[config.mk]
export PLATFORM = sky130hd
export DESIGN_NAME = irq_vector_ctrl
export DESIGN_NICKNAME = d
export VERILOG_FILES = /design/src/rtl/ivc_pkg.sv /design/src/rtl/ivc_fetch_guard.sv /design/src/rtl/ivc_gate.sv /design/src/rtl/ivc_prio.sv /design/src/rtl/irq_vector_ctrl.sv
export SDC_FILE = /design/constraint.sdc
export NUM_CORES = 1
export LEC_CHECK = 0
export BUFFER_PORTS_ARGS = -buffer_cell sky130_fd_sc_hd__clkbuf_2
export CORE_MARGIN = 2
export CORE_UTILIZATION = 34
export DETAILED_ROUTE_END_ITERATION = 8
export PLACE_DENSITY_LB_ADDON = 0.1
export SYNTH_ARGS = -nofsm -noshare
export SYNTH_HDL_FRONTEND = slang
export SYNTH_SLANG_ARGS = --single-unit
[constraint.sdc]
create_clock -name clk -period 3.69 [get_ports clk]
set_clock_uncertainty 0.1 [all_clocks]
set_input_delay 0.369 -clock clk [delete_from_list [all_inputs] [get_ports clk]]
set_output_delay 0.369 -clock clk [all_outputs]
set_load 0.1 [all_outputs]
[src/rtl/ivc_pkg.sv]
`timescale 1ns/1ps
package ivc_pkg;
    localparam int NUM_VEC_DEF  = 32;
    localparam int LOW_USED_DEF = 14;
    localparam int RST_W_DEF    = 3;
    localparam int NMI_W_DEF    = 3;
    localparam int ADDR_W       = 16;
    localparam int SLOT_W       = $clog2(NUM_VEC_DEF);

    typedef struct packed {
        logic [ADDR_W-1:0] vec;
    } ivc_state_t;

    // word address of a slot: base plus two bytes per slot
    function automatic logic [ADDR_W-1:0] slot_addr(
        input logic [ADDR_W-1:0] base,
        input logic [SLOT_W-1:0] slot
    );
        logic [ADDR_W-1:0] off;
        off = ADDR_W'(slot) << 1;
        return base + off;
    endfunction
endpackage

[src/rtl/ivc_fetch_guard.sv]
`timescale 1ns/1ps
module ivc_fetch_guard #(
    parameter int ADDR_W = 16,
    parameter logic [ADDR_W-1:0] PERIPH_END = 16'h0200
) (
    input  logic              fetch_i,
    input  logic [ADDR_W-1:0] addr_i,
    output logic              bad_o
);
    // fetches below the end of the peripheral register window are illegal
    always_comb begin
        bad_o = fetch_i && (addr_i < PERIPH_END);
    end
endmodule

[src/rtl/ivc_gate.sv]
`timescale 1ns/1ps
module ivc_gate #(
    parameter int NUM_VEC  = 32,
    parameter int LOW_USED = 14,
    parameter int NMI_W    = 3,
    localparam int RST_SLOT = NUM_VEC - 1,
    localparam int NMI_SLOT = NUM_VEC - 2,
    localparam int MASK_CNT = NUM_VEC - 2 - LOW_USED
) (
    input  logic                clk,
    input  logic                rst_n,
    input  logic                rst_any_i,
    input  logic [NMI_W-1:0]    nmi_req_i,
    input  logic [NMI_W-1:0]    nmi_en_i,
    input  logic [MASK_CNT-1:0] mask_req_i,
    input  logic [MASK_CNT-1:0] mask_en_i,
    input  logic                gie_i,
    output logic [NUM_VEC-1:0]  qual_o
);
    logic nmi_any;
    assign nmi_any = |(nmi_req_i & nmi_en_i);

    for (genvar s = 0; s < NUM_VEC; s++) begin : g_slot
        if (s == RST_SLOT) begin : g_rst
            assign qual_o[s] = rst_any_i;
        end else if (s == NMI_SLOT) begin : g_nmi
            assign qual_o[s] = nmi_any;
        end else if (s >= LOW_USED) begin : g_mask
            assign qual_o[s] = mask_req_i[s-LOW_USED] & mask_en_i[s-LOW_USED] & gie_i;
        end else begin : g_unused
            assign qual_o[s] = 1'b0;
        end
    end

    // with the global enable low no maskable slot may qualify
    a_r5_gie_blocks: assert property (@(posedge clk) disable iff (!rst_n)
        !gie_i |-> (qual_o[NMI_SLOT-1:LOW_USED] == '0));

    // an enabled non-maskable line qualifies slot 30 regardless of gie_i
    a_r4_nmi_ignores_gie: assert property (@(posedge clk) disable iff (!rst_n)
        (|(nmi_req_i & nmi_en_i)) |-> qual_o[NMI_SLOT]);
endmodule

[src/rtl/ivc_prio.sv]
`timescale 1ns/1ps
module ivc_prio #(
    parameter int NUM_VEC = 32,
    localparam int SLOT_W = $clog2(NUM_VEC)
) (
    input  logic              clk,
    input  logic              rst_n,
    input  logic [NUM_VEC-1:0] qual_i,
    output logic              valid_o,
    output logic [SLOT_W-1:0] slot_o
);
    // ascending scan: the last hit, i.e. the highest slot, wins
    always_comb begin
        valid_o = 1'b0;
        slot_o  = '0;
        for (int s = 0; s < NUM_VEC; s++) begin
            if (qual_i[s]) begin
                valid_o = 1'b1;
                slot_o  = SLOT_W'(s);
            end
        end
    end

    // the reported winner is itself pending
    a_r6_winner_pending: assert property (@(posedge clk) disable iff (!rst_n)
        valid_o |-> qual_i[slot_o]);

    // valid exactly when something is pending
    a_r6_valid_any: assert property (@(posedge clk) disable iff (!rst_n)
        valid_o == (qual_i != '0));
endmodule

[src/rtl/irq_vector_ctrl.sv]
`timescale 1ns/1ps
module irq_vector_ctrl #(
    parameter int NUM_VEC  = ivc_pkg::NUM_VEC_DEF,
    parameter int LOW_USED = ivc_pkg::LOW_USED_DEF,
    parameter int RST_W    = ivc_pkg::RST_W_DEF,
    parameter int NMI_W    = ivc_pkg::NMI_W_DEF,
    parameter logic [15:0] VEC_BASE   = 16'hFFC0,
    parameter logic [15:0] PERIPH_END = 16'h0200,
    localparam int MASK_CNT = NUM_VEC - 2 - LOW_USED,
    localparam int SLOT_W   = $clog2(NUM_VEC)
) (
    input  logic                clk,
    input  logic                rst_n,
    input  logic [RST_W-1:0]    rst_src_i,
    input  logic [NMI_W-1:0]    nmi_req_i,
    input  logic [NMI_W-1:0]    nmi_en_i,
    input  logic [MASK_CNT-1:0] mask_req_i,
    input  logic [MASK_CNT-1:0] mask_en_i,
    input  logic                gie_i,
    input  logic                fetch_i,
    input  logic [15:0]         fetch_addr_i,
    input  logic                ack_i,
    output logic                irq_o,
    output logic                reset_req_o,
    output logic [15:0]         vec_addr_o
);
    import ivc_pkg::*;

    localparam logic [15:0] TOP_VEC  = VEC_BASE + 16'((NUM_VEC - 1) * 2);
    localparam logic [15:0] LOW_VEC  = VEC_BASE + 16'(LOW_USED * 2);

    logic               fetch_bad;
    logic               rst_any;
    logic [NUM_VEC-1:0] qual;
    logic               win_valid;
    logic [SLOT_W-1:0]  win_slot;
    logic [15:0]        win_addr;
    ivc_state_t         st_d, st_q;

    ivc_fetch_guard #(.ADDR_W(16), .PERIPH_END(PERIPH_END)) u_guard (
        .fetch_i (fetch_i),
        .addr_i  (fetch_addr_i),
        .bad_o   (fetch_bad)
    );

    assign rst_any = (|rst_src_i) | fetch_bad;

    ivc_gate #(.NUM_VEC(NUM_VEC), .LOW_USED(LOW_USED), .NMI_W(NMI_W)) u_gate (
        .clk        (clk),
        .rst_n      (rst_n),
        .rst_any_i  (rst_any),
        .nmi_req_i  (nmi_req_i),
        .nmi_en_i   (nmi_en_i),
        .mask_req_i (mask_req_i),
        .mask_en_i  (mask_en_i),
        .gie_i      (gie_i),
        .qual_o     (qual)
    );

    ivc_prio #(.NUM_VEC(NUM_VEC)) u_prio (
        .clk     (clk),
        .rst_n   (rst_n),
        .qual_i  (qual),
        .valid_o (win_valid),
        .slot_o  (win_slot)
    );

    assign win_addr = slot_addr(VEC_BASE, win_slot);

    always_comb begin
        st_d = st_q;
        if (ack_i && win_valid) begin
            st_d.vec = win_addr;
        end
    end

    always_ff @(posedge clk or negedge rst_n) begin
        if (!rst_n) begin
            st_q.vec <= TOP_VEC;
        end else begin
            st_q <= st_d;
        end
    end

    assign irq_o       = win_valid;
    assign reset_req_o = rst_any;
    assign vec_addr_o  = st_q.vec;

    // a reset cause always claims the top slot
    a_r2_reset_wins: assert property (@(posedge clk) disable iff (!rst_n)
        (|rst_src_i) |-> (reset_req_o && irq_o && win_slot == SLOT_W'(NUM_VEC - 1)));

    // a fetch inside the peripheral window requests reset
    a_r3_fetch_guard: assert property (@(posedge clk) disable iff (!rst_n)
        (fetch_i && fetch_addr_i < PERIPH_END) |-> reset_req_o);

    // without acknowledge the latched address does not move
    a_r8_hold: assert property (@(posedge clk) disable iff (!rst_n)
        !$past(ack_i) |-> $stable(vec_addr_o));

    // acknowledge with a pending request loads the winner
    a_r8_load: assert property (@(posedge clk) disable iff (!rst_n)
        (ack_i && irq_o) |=> (vec_addr_o == $past(win_addr)));

    // latched address is even and never in the unused range
    a_r7_no_unused_vec: assert property (@(posedge clk) disable iff (!rst_n)
        (vec_addr_o[0] == 1'b0) && (vec_addr_o >= LOW_VEC));
endmodule

==> impl_metrics.sql, run 1 <==
INSERT INTO impl_metrics (metric_group, metric, value, unit) VALUES
('outcome', 'result_of_the_run', 'complete, no violations', ''),
('route', 'drtAntennaViolNets', '0', ''),
('synth', 'postSynth.asyncResetShare', '100', '%'),
('grt', 'grt_pass1_vias', '720', ''),
('grt', 'wire_length_of_the_first_global_routing_pass', '2700', 'um'),
('synth', 'synthCells', '84', ''),
('route', 'wire_length_per_cell', '10.1', 'um'),
('synth', 'yosysWarnings', '0', ''),
('place', 'placed_cells_incl_taps', '164', ''),
('synth', 'compound_gate_portion_of_the_synthesized_area', '35.6', '%'),
('clock_tree', 'total_clock_buffers_created_by_cts', '3', ''),
('clock_tree', 'clk_path_buf_depth', '2', ''),
('worst_setup_path', 'setup.worst_path.start_class', 'primary input', ''),
('synth', 'dominant_combinational_cell_family_by_area_after_synthesis', 'compound AO/OA/AOI/OAI gates', ''),
('synth', 'post_synth_num_cell_types', '31', ''),
('timing', 'worst_slew_margin_rel', '63.9', '%'),
('clock_tree', 'cts_resized', '0', ''),
('worst_setup_path', 'arrival', '2.00', 'ns'),
('timing', 'setup_violations', '0', ''),
('route', 'wl', '1690', 'um'),
('synth', 'yosys-mux-area-fraction', '1.74', '%'),
('timing', 'timing.final.max_slew_violations', '0', ''),
('grt', 'antenna_found_initial', '0', ''),
('power_and_ir_drop', 'post-layout-total-power', '265', 'uW'),
('place', 'portBuffers', '59', ''),
('final_layout', 'nNetsFinal', '206', ''),
('synth', 'synth_simple_gate_area_share', '25.5', '%'),
('synth', 'postSynth.topFlopCell', 'dfstp_2', ''),
('final_layout', 'final_layout_size_suffix_gt1_share', '49.0', '%'),
('timing', 'fmax', '405', 'MHz'),
('power_and_ir_drop', 'leakagePower', '0.506', 'nW'),
('clock_tree', 'cts_setup_buffers', '0', ''),
('job', 'cap_violations', '0', ''),
('grt', 'maximum_number_of_pins_on_one_net_before_global_route_repair', '14', ''),
('die', 'die_y', '47.6', 'um'),
('final_layout', 'nFillCells', '190', ''),
('die', 'core_region_area', '1760', 'sq um'),
('synth', 'adder_and_majority_cell_fraction_of_the_synthesized_area', '0', '%'),
('worst_setup_path', 'required_time_of_the_critical_path', '3.22', 'ns'),
('synth', 'post_synth.cell_area_avg', '7.70', 'sq um'),
('power_and_ir_drop', 'vdd_drop_max', '0.164', 'mV'),
('synth', 'yosys_register_bits', '5', ''),
('die', 'horizontal_die_dimension', '47.6', 'um'),
('worst_setup_path', 'r2r_slack', '2.80', 'ns'),
('worst_setup_path', 'critical_path.reg2reg.startpoint', 'vec_addr_o[3]$_DFFE_PN1P_', ''),
('route', 'post_drt_via_cell_ratio', '4.85', ''),
('die', 'number_of_core_rows', '15', ''),
('synth', 'synthesis.area', '647', 'sq um'),
('grt', 'grt_overflow', '0', ''),
('clock_tree', 'clk-insertion-delay-late', '0.24', 'ns'),
('worst_setup_path', 'nature_of_the_critical_path_endpoint', 'output pin', ''),
('die', 'initial_standard_cell_utilization_of_the_core', '36.7', '%'),
('worst_setup_path', 'setup.worst_path.class', 'primary input to output pin', ''),
('worst_setup_path', 'regToRegEndpoint', 'vec_addr_o[3]$_DFFE_PN1P_', ''),
('timing', 'setup_total_negative_slack', '0', 'ns'),
('power_and_ir_drop', 'power-per-cell-area', '281', 'nW/um^2'),
('die', 'boundaryPins', '80', ''),
('timing', 'min_period_over_period', '66.9', '%'),
('clock_tree', 'cts_tree', 'yes', ''),
('synth', 'synth-xor-area-share', '0', '%'),
('min_path', 'holdCritPathClass', 'primary input to asynchronous set/reset pin', ''),
('worst_setup_path', 'rr_worst_depth', '2', ''),
('clock_tree', 'cts_root_buffer', 'clkbuf_4', ''),
('final_layout', 'antennaDiodeCount', '0', ''),
('worst_setup_path', 'critical_path_peak_fanout', '4', ''),
('final_layout', 'layout-area-overhead-vs-synth', '45.8', '%'),
('clock_tree', 'cts.sink_count', '5', ''),
('final_layout', 'layout.cells.non_filler', '168', ''),
('timing', 'grt_setup_unrepaired', 'false', ''),
('clock_tree', 'htree_levels', '1', ''),
('timing', 'post-route-min-period', '2.47', 'ns');
## metrics by stage
| step | setup slack [ns] | utilization (%) | cell area, sq um |
|---|---|---|---|
| after detailed placement | 1.21 | 52.0 | 917 |
| final | 1.22 | 53.5 | 943 |
| after global routing | 1.07 | 53.5 | 943 |
| after floorplan | 0.645 | - | 681 |
| after global placement | 1.23 | 52.0 | 917 |
| after CTS | 1.20 | 53.5 | 943 |
## cells in the final DEF (no fill, tap or decap), drive strengths merged, types with 2 or more instances in the layout
master / instances
a21boi: 3
a21oi: 4
a22o: 6
a22oi: 2
a31oi: 3
a32o: 2
clkbuf: 63
conb: 11
dfstp: 5
inv: 3
nand2: 18
nand2b: 2
nand3: 5
nor4b: 2
o21ai: 2
## metal layers
| layer | global-route usage, % | vias up | part of all wire [%] |
|---|---|---|---|
| met3 | 3.77 | 0 | 12 |
| met4 | 1.62 | 0 | 0 |
| met1 | 18.2 | 347 | 38 |
| li1 | - | 420 | - |
| met5 | 0 | - | 0 |
| met2 | 32.4 | 48 | 50 |
## how the worst max path moves through the flow
stage | end | cells after the start | slack (ns) | start
floorplan | vec_addr_o[2]$_DFFE_PN1P_ | 6 | 0.65 | fetch_i
global placement | irq_o | 6 | 1.23 | fetch_i
detailed placement | irq_o | 6 | 1.21 | fetch_i
CTS | irq_o | 6 | 1.20 | fetch_i
global route | irq_o | 5 | 1.07 | nmi_req_i[0]
finish | irq_o | 6 | 1.22 | fetch_i
## cell usage after synthesis (2+ instances only)
cell type | number | area, sq um
a21boi_0 | 3 | 22.5
a21oi_1 | 4 | 20.0
a22o_1 | 6 | 52.6
a22oi_1 | 2 | 15.0
a31oi_1 | 3 | 18.8
a32o_1 | 2 | 20.0
buf_4 | 11 | 82.6
clkbuf_1 | 2 | 7.51
conb_1 | 2 | 7.51
dfstp_2 | 5 | 131
inv_1 | 3 | 11.3
nand2_1 | 17 | 63.8
nand2b_1 | 2 | 12.5
nand3_1 | 4 | 20.0
o21ai_0 | 2 | 10.0
## cell type report
cell class	instances	area, sq um	share of cell area (%)
clock buffers	4	26.3	2.79
inverters	3	11.3	1.19
multi-input cells	72	448	47.5
flip-flops and latches	5	131	13.9
well taps	25	31.3	3.32
repair buffers	59	295	31.3
## where the power goes
group	leakage, nW	total, mW	switching, mW	internal (mW)
combinational	0.439	0.141	0.101	0.0397
clock	0.0150	0.0638	0.0229	0.0409
sequential	0.0526	0.0598	0.00107	0.0587
total	0.506	0.265	0.125	0.139
## kinds of logic (layout without fill, tap and decap cells)
family                 Yosys count  in the layout
AND/OR/NAND/NOR                 30             30
buffers and inverters           16             66
other                            2             11
flip-flops                       5              5
AO/OA/AOI/OAI                   30             30
multiplexers                     1              1
## critical path, stage by stage
cell and delay (ns):
clkbuf_2 0.08, nor4b_1 0.13, a2111o_1 0.44, nor4b_4 0.41, nand3_2 0.17, clkbuf_2 0.41
(Power assumes the default switching activity.)
==> run 2: changes to the inputs <==
--- a/config.mk
+++ b/config.mk
@@ -7,7 +7,7 @@
 export LEC_CHECK = 0
 export BUFFER_PORTS_ARGS = -buffer_cell sky130_fd_sc_hd__clkbuf_2
 export CORE_MARGIN = 2
-export CORE_UTILIZATION = 34
+export CORE_UTILIZATION = 32
 export DETAILED_ROUTE_END_ITERATION = 8
 export PLACE_DENSITY_LB_ADDON = 0.1
 export SYNTH_ARGS = -nofsm -noshare
==> constraint.sdc (replaced) <==
create_clock -name clk -period 2.3 [get_ports clk]
set_clock_uncertainty 0.1 [all_clocks]
set_input_delay 0.23 -clock clk [delete_from_list [all_inputs] [get_ports clk]]
set_output_delay 0.23 -clock clk [all_outputs]
set_load 0.1 [all_outputs]
==> run 2 against run 1 <==
Compared with the run above: combinational power increased by 67%; non-clock buffer count increased by 2; final cell count increased by 2.4%; clock power increased by 55%; sequential power increased by 61%; cell area increased by 6.6%; highest routed layer unchanged; wire length decreased by 0.24%; global-route usage decreased by 0.60 points; power increased by 62%; sequential share of layout area decreased by 0.87 points.
==> impl_metrics.sql, run 2 (synthesized netlist as in run 1, its figures left out) <==
INSERT INTO impl_metrics (metric_group, metric, value, unit) VALUES
('timing', 'min_period_over_period', '86.0', '%'),
('clock_tree', 'clk_path_buf_depth', '2', ''),
('power_and_ir_drop', 'vdd_drop_max', '0.298', 'mV'),
('clock_tree', 'cts_tree', 'yes', ''),
('timing', 'tightest_slew', '0.547', 'ns'),
('place', 'portBuffers', '59', ''),
('worst_setup_path', 'cell_breakdown_of_the_critical_path', 'clkbuf_2, nor4b_4, a2111o_2, nor4b_4, nand3_4, buf_12', ''),
('place', 'gp_congestion', '0.714', ''),
('timing', 'post-route-min-period', '1.98', 'ns'),
('worst_setup_path', 'cpPeakStageDelay', '0.51', 'ns'),
('place', 'postPlaceCellArea', '970', 'sq um'),
('clock_tree', 'cts_setup_buffers', '0', ''),
('timing', 'setup_ws', '0.321', 'ns'),
('final_layout', 'layout-area-overhead-vs-synth', '55.5', '%'),
('clock_tree', 'cts.sink_count', '5', ''),
('final_layout', 'final_design_area_no_fill', '1010', 'sq um'),
('worst_setup_path', 'critical_path_peak_fanout', '4', ''),
('grt', 'wire_length_of_the_first_global_routing_pass', '3130', 'um'),
('timing', 'grt_setup_unrepaired', 'false', ''),
('grt', 'antenna_found_initial', '0', ''),
('min_path', 'holdCritPathClass', 'primary input to flop', ''),
('grt', 'grt_overflow', '0', ''),
('power_and_ir_drop', 'leakagePower', '0.536', 'nW'),
('grt', 'grt_pass1_vias', '836', ''),
('route', 'wl', '1690', 'um'),
('outcome', 'result_of_the_run', 'complete, no violations', ''),
('timing', 'fmax', '505', 'MHz'),
('final_layout', 'largest_reg_flops', '5', ''),
('place', 'post-place-ws', '0.239', 'ns'),
('worst_setup_path', 'nature_of_the_critical_path_endpoint', 'output pin', ''),
('power_and_ir_drop', 'power-per-cell-area', '427', 'nW/um^2'),
('route', 'post_drt_via_cell_ratio', '4.73', ''),
('grt', 'grt_use_total', '15.8', '%'),
('timing', 'setup_violations', '0', ''),
('final_layout', 'final_layout_size_suffix_gt1_share', '51.0', '%'),
('clock_tree', 'hold_buffers', '1', ''),
('route', 'wire_length_per_cell', '9.82', 'um'),
('worst_setup_path', 'setup.worst_path.class', 'primary input to output pin', ''),
('route', 'drt_pre_antenna_iters', '4', ''),
('die', 'core_region_area', '1940', 'sq um'),
('clock_tree', 'cts_resized', '0', ''),
('die', 'initial_standard_cell_utilization_of_the_core', '33.3', '%'),
('clock_tree', 'clkTransAtPathRegs', '0.04', 'ns'),
('final_layout', 'nNetsFinal', '208', ''),
('job', 'cap_violations', '0', ''),
('die', 'number_of_core_rows', '16', ''),
('timing', 'holdWs', '0.169', 'ns'),
('die', 'horizontal_die_dimension', '49.0', 'um'),
('worst_setup_path', 'required_time_of_the_critical_path', '1.97', 'ns'),
('route', 'drc', '0', ''),
('timing', 'worst_slew_margin_rel', '63.7', '%'),
('worst_setup_path', 'slowest_cp_cell', 'a2111o_2', ''),
('final_layout', 'antennaDiodeCount', '0', ''),
('clock_tree', 'htree_levels', '1', ''),
('route', 'drtAntennaViolNets', '0', ''),
('die', 'die_y', '49.0', 'um'),
('worst_setup_path', 'cell_occurring_most_often_along_the_worst_timing_path', 'nor4b_4', ''),
('final_layout', 'nFillCells', '201', ''),
('worst_setup_path', 'setup.worst_path.start_class', 'primary input', ''),
('worst_setup_path', 'arrival', '1.65', 'ns'),
('final_layout', 'highest_count_cells_in_the_layout_ignoring_fill_and_taps', 'clkbuf_2 (58), nand2_1 (17), conb_1 (11)', ''),
('place', 'detailedPlacementHpwl', '1580', 'um'),
('clock_tree', 'clk-insertion-delay-late', '0.24', 'ns'),
('die', 'boundaryPins', '80', ''),
('worst_setup_path', 'r2r_slack', '1.41', 'ns'),
('route', 'detailedRoute.firstIterationViolations', '4', ''),
('final_layout', 'final_common_cell', 'clkbuf_2', ''),
('timing', 'hold_viol_final', '0', ''),
('clock_tree', 'total_clock_buffers_created_by_cts', '3', ''),
('die', 'die_area', '2400', 'sq um'),
('clock_tree', 'cts_root_buffer', 'clkbuf_4', ''),
('route', 'routed-via-count', '814', ''),
('grt', 'maximum_number_of_pins_on_one_net_before_global_route_repair', '14', ''),
('timing', 'timing.final.max_slew_violations', '0', '');
==> run 2: area by class of cell <==
type / count / area (sq um) / share of cell area [%]
Multi-Input combinational cell: 72 / 475 / 47.3
Timing Repair Buffer: 61 / 328 / 32.6
Sequential cell: 5 / 131 / 13.1
Tap cell: 27 / 33.8 / 3.36
Clock buffer: 4 / 26.3 / 2.61
Inverter: 3 / 11.3 / 1.12
==> run 2: critical path, delay by kind of cell <==
| kind | cells | cell delay (ns) |
|---|---|---|
| buffers and inverters | 2 | 0.27 |
| and+or+nand+nor | 3 | 0.63 |
| AOI/OAI and AO/OA | 1 | 0.51 |
==> run 2: power breakdown <==
group          leakage, nW  switching [mW]  internal [mW]  total [mW]
Combinational        0.468           0.166         0.0690       0.235
Sequential          0.0526         0.00180         0.0943      0.0961
Clock               0.0150          0.0336         0.0654      0.0990
==> run 2: worst paths after layout <==
path / start / to / depth (start not counted)
max: fetch_i / irq_o / 6
min: ack_i / vec_addr_o[3]$_DFFE_PN1P_ / 2
max reg2reg: vec_addr_o[1]$_DFFE_PN1P_ / vec_addr_o[1]$_DFFE_PN1P_ / 2
min reg2reg: vec_addr_o[1]$_DFFE_PN1P_ / vec_addr_o[1]$_DFFE_PN1P_ / 2
max in group asynchronous: rst_n / vec_addr_o[3]$_DFFE_PN1P_ / 2
min in group asynchronous: rst_n / vec_addr_o[1]$_DFFE_PN1P_ / 2
==> run 2: stage by stage <==
step	TNS, ns	util (%)	power [mW]	cells
finish	0	51.8	0.430	172
detailed placement	0	49.9	0.331	167
global placement	0	49.9	0.329	167
CTS	0	51.8	0.435	172
global route	0	51.8	0.457	172
floorplan	-0.243	-	0.280	93
==> run 2: metal layers <==
metal | GRT usage, % | vias to the layer above | wire [um] | share of wire [%]
met1 | 17.5 | 347 | 661 | 39
met4 | 4.29 | 0 | 0 | 0
met2 | 30.1 | 43 | 871 | 52
met3 | 3.37 | 0 | 157 | 9.3
li1 | - | 424 | - | -
met5 | 0 | - | 0 | 0
